**src/rtl/pfd_pkg.sv**
```systemverilog
package pfd_pkg;
  typedef enum logic [1:0] {
    PD_IDLE = 2'b00,
    PD_LEAD = 2'b01,
    PD_LAG  = 2'b10
  } pd_state_e;

  localparam int NUM_INPUTS = 2;
  localparam int IDX_A      = 0;
  localparam int IDX_B      = 1;
endpackage

```
**src/rtl/pfd_edge_sync.sv**
```systemverilog
module pfd_edge_sync #(
  parameter int STAGES = 2
) (
  input  logic clk,
  input  logic rst_n,
  input  logic din,
  output logic rise
);
  logic [STAGES-1:0] chain_q;
  logic [STAGES-1:0] chain_d;
  logic              last_q;
  logic              synced;

  assign synced = chain_q[STAGES-1];

  always_comb begin
    chain_d = {chain_q[STAGES-2:0], din};
  end

  always_ff @(posedge clk or negedge rst_n) begin
    if (!rst_n) begin
      chain_q <= '0;
      last_q  <= 1'b0;
    end else begin
      chain_q <= chain_d;
      last_q  <= synced;
    end
  end

  assign rise = synced & ~last_q;

  // an edge pulse never lasts two cycles, so a held level counts once
  p_single_pulse_r4: assert property (@(posedge clk) disable iff (!rst_n)
    rise |=> !rise);
  // a pulse appears only after the synchronized level was seen low
  p_rise_from_low_r4: assert property (@(posedge clk) disable iff (!rst_n)
    rise |-> !$past(synced));
endmodule

```
**src/rtl/pfd_fsm.sv**
```systemverilog
module pfd_fsm
  import pfd_pkg::*;
(
  input  logic clk,
  input  logic rst_n,
  input  logic edge_a,
  input  logic edge_b,
  output logic corr_val,
  output logic corr_oe,
  output logic lock_flag
);
  pd_state_e state_q;
  pd_state_e state_d;
  logic      state_en;

  assign state_en = edge_a | edge_b;

  always_comb begin
    state_d = state_q;
    if (edge_a && edge_b) begin
      state_d = PD_IDLE;
    end else begin
      unique case (state_q)
        PD_IDLE: begin
          if (edge_a)      state_d = PD_LEAD;
          else if (edge_b) state_d = PD_LAG;
        end
        PD_LEAD: if (edge_b) state_d = PD_IDLE;
        PD_LAG:  if (edge_a) state_d = PD_IDLE;
        default: state_d = PD_IDLE;
      endcase
    end
  end

  always_ff @(posedge clk or negedge rst_n) begin
    if (!rst_n) begin
      state_q <= PD_IDLE;
    end else if (state_en) begin
      state_q <= state_d;
    end
  end

  assign corr_oe   = (state_q != PD_IDLE);
  assign corr_val  = (state_q == PD_LEAD);
  assign lock_flag = (state_q == PD_IDLE);

  p_val_gated_r7: assert property (@(posedge clk) disable iff (!rst_n)
    !corr_oe |-> !corr_val);
  p_lock_inverse_r7: assert property (@(posedge clk) disable iff (!rst_n)
    lock_flag != corr_oe);
  p_no_edge_hold_r4: assert property (@(posedge clk) disable iff (!rst_n)
    (!edge_a && !edge_b) |=> $stable(state_q));
  p_coincident_idle_r6: assert property (@(posedge clk) disable iff (!rst_n)
    (edge_a && edge_b) |=> lock_flag);
  p_lead_ends_r2: assert property (@(posedge clk) disable iff (!rst_n)
    (corr_oe && corr_val && edge_b) |=> !corr_oe);
  p_lag_ends_r3: assert property (@(posedge clk) disable iff (!rst_n)
    (corr_oe && !corr_val && edge_a) |=> !corr_oe);
  p_lead_holds_r5: assert property (@(posedge clk) disable iff (!rst_n)
    (corr_oe && corr_val && edge_a && !edge_b) |=> (corr_oe && corr_val));
  p_lag_holds_r5: assert property (@(posedge clk) disable iff (!rst_n)
    (corr_oe && !corr_val && edge_b && !edge_a) |=> (corr_oe && !corr_val));
endmodule

```
**src/rtl/pfd_tristate.sv**
```systemverilog
module pfd_tristate
  import pfd_pkg::*;
#(
  parameter int SYNC_STAGES = 2,
  parameter int RST_STAGES  = 2
) (
  input  logic clk,
  input  logic rst_n,
  input  logic sig_a,
  input  logic sig_b,
  output logic corr_val,
  output logic corr_oe,
  output logic lock_flag
);
  logic [RST_STAGES-1:0] rst_pipe_q;
  logic                  rst_n_sync;
  logic [NUM_INPUTS-1:0] raw_in;
  logic [NUM_INPUTS-1:0] rise_vec;

  // reset asserts at once and leaves on a clock edge
  always_ff @(posedge clk or negedge rst_n) begin
    if (!rst_n) begin
      rst_pipe_q <= '0;
    end else begin
      rst_pipe_q <= {rst_pipe_q[RST_STAGES-2:0], 1'b1};
    end
  end
  assign rst_n_sync = rst_pipe_q[RST_STAGES-1];

  assign raw_in[IDX_A] = sig_a;
  assign raw_in[IDX_B] = sig_b;

  for (genvar gi = 0; gi < NUM_INPUTS; gi++) begin : g_in
    pfd_edge_sync #(.STAGES(SYNC_STAGES)) i_sync (
      .clk  (clk),
      .rst_n(rst_n_sync),
      .din  (raw_in[gi]),
      .rise (rise_vec[gi])
    );
  end

  pfd_fsm i_fsm (
    .clk      (clk),
    .rst_n    (rst_n_sync),
    .edge_a   (rise_vec[IDX_A]),
    .edge_b   (rise_vec[IDX_B]),
    .corr_val (corr_val),
    .corr_oe  (corr_oe),
    .lock_flag(lock_flag)
  );

  p_reset_idle_r1: assert property (@(posedge clk) disable iff (!rst_n)
    !rst_n_sync |-> (lock_flag && !corr_oe));
endmodule

```
**config.mk**
```make
export PLATFORM = sky130hd
export DESIGN_NAME = pfd_tristate
export DESIGN_NICKNAME = d
export VERILOG_FILES = /design/src/rtl/pfd_pkg.sv /design/src/rtl/pfd_edge_sync.sv /design/src/rtl/pfd_fsm.sv /design/src/rtl/pfd_tristate.sv
export SDC_FILE = /design/constraint.sdc
export NUM_CORES = 1
export LEC_CHECK = 0
export ABC_AREA = 0
export BUFFER_PORTS_ARGS = -buffer_cell sky130_fd_sc_hd__buf_2
export CAP_MARGIN = 20
export CORE_AREA = 5 5 42 44
export CTS_BUF_LIST = sky130_fd_sc_hd__clkbuf_2
export CTS_CLUSTER_DIAMETER = 100
export DETAILED_ROUTE_END_ITERATION = 7
export DIE_AREA = 0 0 47 49
export PLACE_DENSITY = 0.42
export SLEW_MARGIN = 20
export SYNTH_ARGS = -nofsm -noshare
export SYNTH_HDL_FRONTEND = slang
export SYNTH_SLANG_ARGS = --single-unit
```
**constraint.sdc**
```tcl
create_clock -name clk -period 0.8 [get_ports clk]
set_input_delay 0.04 -clock clk [delete_from_list [all_inputs] [get_ports clk]]
set_output_delay 0.04 -clock clk [all_outputs]
set_load 0.1 [all_outputs]
```
# [After elaboration in Yosys (flattened, before gate mapping)]
# Cells that the tools add are included.
[classes] bitwise_logic=5 reduce_logical=4 n_eq_ne=5 n_mux=6
[op_table] op="2-bit two-way mux" n=5
[op_table] op="3-bit by 1-bit inequality test with 1-bit output (second input constant)" n=2
[op_table] op="2-bit one-hot mux with 3 select lines" n=1
[op_table] op="4-bit by 1-bit inequality test with 1-bit output (second input constant)" n=1
[op_table] op="4-bit AND reduction" n=1
[op_table] op="1-bit AND" n=2
[op_table] op="2-bit by 1-bit == test with 1-bit output (second input constant)" n=1
[op_table] op="2-bit == test (second input constant)" n=1
[op_table] op="2-bit logical NOT" n=1
[op_table] op="1-bit inverter" n=2
[op_table] op="2-bit nonzero test" n=1
[op_table] op="1-bit logical AND" n=1
[op_table] op="1-bit OR" n=1
[word_totals] word_cells=26 out_inout_bits=3 ff_bits=10

# [Depth between registers and ports, before layout]
[depth] depth_word=6 mapped_depth=3 ltp_nobuf=3

# [By module]
# A second synthesis with hierarchy kept.
[hier_totals] cells_unflattened=21 hier_area_um2=332.8
[modules_own_cells] mod="pfd_edge_sync" cells_each=4 instances=2 area_each_um2=88.8
[modules_own_cells] mod="pfd_fsm" cells_each=10 instances=1 area_each_um2=101.3
[modules_own_cells] mod="pfd_tristate" cells_each=3 instances=1 area_each_um2=53.8

# [Worst setup path before layout]
# OpenSTA, ideal clock, no wires.
[synth_timing] kind="register to output" startpoint="register i_fsm.state_q[0]" endpoint="output port corr_oe" t_arrival_ns=2.619 setup_slack_ns=-1.859 required_time_ns=0.760 path_stages_with_launch=3 n_path_buf=0 cell_sequence="dfrtp_1 nor2_1 inv_1"
[synth_between] elab_chain_len=1
[synth_lines] item="start, declared" line_no="pfd_fsm.sv:12" text="pd_state_e state_q;"
[synth_lines] item="start signal, assigned" line_no="pfd_fsm.sv:39" text="state_q <= state_d;"
[synth_lines] item="2-bit nonzero test" line_no="pfd_fsm.sv:43" text="assign corr_oe = (state_q != PD_IDLE);"
[synth_lines] item="end, declared" line_no="pfd_tristate.sv:12" text="output logic corr_oe,"
# No other way between the ends.

# [Final worst setup path]
[layout_timing] startpoint="register i_fsm.state_q[0]" endpoint="output port corr_val"
[layout_between] elab_chain_len=1
[layout_lines] item="2-bit by 1-bit == test with 1-bit output" line_no="pfd_fsm.sv:44" text="assign corr_val = (state_q == PD_LEAD);"
[layout_lines] item="end, declared" line_no="pfd_tristate.sv:11" text="output logic corr_val,"
# No other way between the ends.

==> run metrics <==
Net Count, Synth 25; final worst-path cycle share 137%; layout cells sized above 1 56.8%; critical path capture point type primary output; Post-DRT Antenna Nets 0; post-layout worst setup margin -0.296 ns; Switching Fraction 34.7%; Sw Pwr 441 µW; CTS root buf clkbuf_2; Max Root-Sink Buffers 2; initial drt markers 2; area added between synthesis and finish 59.3%; # IOs 7; Combinational Power Share 34.3%; Pwr Total 1270 µW; RSZ-0062 raised after global routing yes; grt ovf 0; delay of the slowest critical-path stage 0.42 ns; area of the multi-input gates 98.8 µm²; Via density 3.83; Die Ht 49 µm; clock power share 20.4%; PortBufs 6; sequential element share of the synthesized area 76.0%; total track usage 4.85%; CORE AREA 0.00140 mm²; final setup fails 5; Hold Vio Cnt, Final 0; fin. max-slew vios 0; Worst EP arrival 1.06 ns; synth top area cells dfrtp_1 (76%), nor2b_4 (4.2%), nor3b_2 (3.8%); slowest CP cell dfrtp_1; sequential power share 45.2%; clock skew 0.00507 ns; num rows 14; Post-route DRC 0; Peak VDD IR 0.000879 V; internal power 828 µW; Clock Latency Late Sink 0.24 ns; Max Cap Viol 0; post-synthesis cell area 329 µm²; H-tree level count 1; CP startpoint kind flop; Syn Inst Count 21; synthesis warning total 0; ANT cells 0; CTS tree built; syn_area_per_cell 15.7 µm²; FILL cells 153; Worst Path Buf+Inv 1; Synth top area share 76.0%; Die ar. 0.00230 mm²; largest net degree at the start of global routing 9; WP data required 0.76 ns; Netlist cell types 12; total number of vias 203; Hold WC Path Type in2async; status finished, violations left; Final Critical Period 1.10 ns; Yosys reg bits 10; initial antenna violation count 0; CTS Buf Count 3; vias in the first global route 193; Die W 47 µm; Setup TNS -1.30 ns; nets 42; Routability Congestion 0.636; Setup CP Type reg2out; peak fanout along the critical path 3; clk sinks 10; failing checks setup timing; Top delay family on crit path flip-flops; clock slew at reported path FFs 0.09 ns; Post-DP HPWL 328 µm; first-pass GRT wire length 731 µm; initial core utilization 23.5%; register area 251 µm²; Pwr Density 2420 mW/mm²; crit-path cells nor2b_2 > buf_12; Total Wirelength 437 µm; Pleak 0.000247 µW; Max Freq 0.912 GHz; cell type with the largest total area after synthesis dfrtp_1; routed len/inst 8.25 µm; drt pass-1 iters 2
-- metrics by stage --
step	hold slack [ns]	setup WS, ns	instance area, µm²	util (%)	cells
2_1_floorplan	-0.256	-0.750	347	-	21
3_3_place_gp	-0.175	-0.0481	442	31.5	43
3_5_place_dp	-0.171	-0.0719	442	31.5	43
4_1_cts	0.0872	-0.315	518	37.0	53
5_1_grt	0.0913	-0.352	524	37.4	53
6_report	0.102	-0.296	524	37.4	53
-- flip-flops by register name, indices dropped and copies added, names as in the netlist --
| register | cells |
|---|---|
| rst_pipe_q | 2 |
| g_in.i_sync.chain_q | 4 |
| i_fsm.state_q | 2 |
| g_in.i_sync.last_q | 2 |
-- metal layers --
layer | track usage, % | routed length (µm) | up-vias
li1 | - | - | 96
met1 | 5.26 | 166 | 97
met2 | 6.11 | 215 | 8
met3 | 2.21 | 41 | 2
met4 | 5.53 | 14 | 0
met5 | 0 | 0 | -
-- power groups by stage --
stage | logic (µW) | clock network, µW | registers [µW]
6_report | 436 | 259 | 574
2_1_floorplan | 247 | 0 | 582
5_1_grt | 450 | 311 | 580
4_1_cts | 432 | 281 | 574
3_5_place_dp | 379 | 0 | 589
3_3_place_gp | 379 | 0 | 586
-- cells in the mapped netlist (all sizes together) --
library cell	instances
a21oi	1
conb	1
dfrtp	10
inv	1
nand2	1
nand2b	1
nor2	2
nor2b	2
nor3b	1
o211a	1
-- worst paths after layout --
path | cells after the start | to | slack, ns | startpoint
max reg2reg | 5 | i_fsm.state_q[1]$_DFFE_PN0P_ | -0.28 | i_fsm.state_q[0]$_DFFE_PN0P_
max | 2 | corr_val | -0.30 | i_fsm.state_q[0]$_DFFE_PN0P_
min reg2reg | 0 | g_in[1].i_sync.chain_q[1]$_DFF_PN0_ | 0.13 | rst_pipe_q[1]$_DFF_PN0_
min | 2 | rst_pipe_q[0]$_DFF_PN0_ | 0.10 | rst_n
min in group clk | 0 | g_in[1].i_sync.chain_q[1]$_DFF_PN0_ | 0.36 | g_in[1].i_sync.chain_q[0]$_DFF_PN0_
max in group asynchronous | 0 | i_fsm.state_q[1]$_DFFE_PN0P_ | 0.42 | rst_pipe_q[1]$_DFF_PN0_
-- worst register-to-register path, stage by stage, from the launching register on --
cell,delay [ns]
dfrtp_1,0.43
buf_4,0.15
buf_6,0.11
nor3b_4,0.18
a21oi_2,0.05
nor2_2,0.09
-- final cells by class --
| cell class | instances | area share [%] |
|---|---|---|
| sequential | 10 | 48.0 |
| timing repair buffer | 12 | 25.1 |
| multi-input combinational | 10 | 18.9 |
| tap | 16 | 3.82 |
| clock buffer | 3 | 2.86 |
| clock inverter | 1 | 0.716 |
| inverter | 1 | 0.716 |
-- cells in the final DEF (no fill, tap or decap) --
cell | netlist | layout
buf_6 | 0 | 1
dfrtp_1 | 10 | 9
nor3b_4 | 0 | 1
o211a_1 | 1 | 1
buf_2 | 0 | 3
nor2_4 | 0 | 1
nand2_1 | 1 | 1
nor2b_4 | 1 | 1
dlygate4sd3_1 | 0 | 3
nor2_2 | 1 | 1
buf_4 | 0 | 2
dfrtp_2 | 0 | 1
clkinv_1 | 0 | 1
nand2b_4 | 0 | 1
clkbuf_2 | 0 | 3
inv_2 | 0 | 1
conb_1 | 1 | 1
a21oi_2 | 1 | 1
buf_12 | 0 | 3
nor2b_2 | 0 | 1
-- logic make-up after synthesis --
family	Yosys count	synth area share, %
simple gates	7	16.0
buf+inv	1	1.14
other cells	1	1.14
compound gates	2	5.70
flops	10	76.0
-- timing repair --
action,4_1_cts,5_1_grt
buffers inserted,3,1
resized for setup,3,2
gates cloned,0,0
endpoints found under the hold margin,4,0
hold buffers,3,0
setup endpoints to repair,5,5
pin swaps,2,2
(Power assumes the default switching activity.)
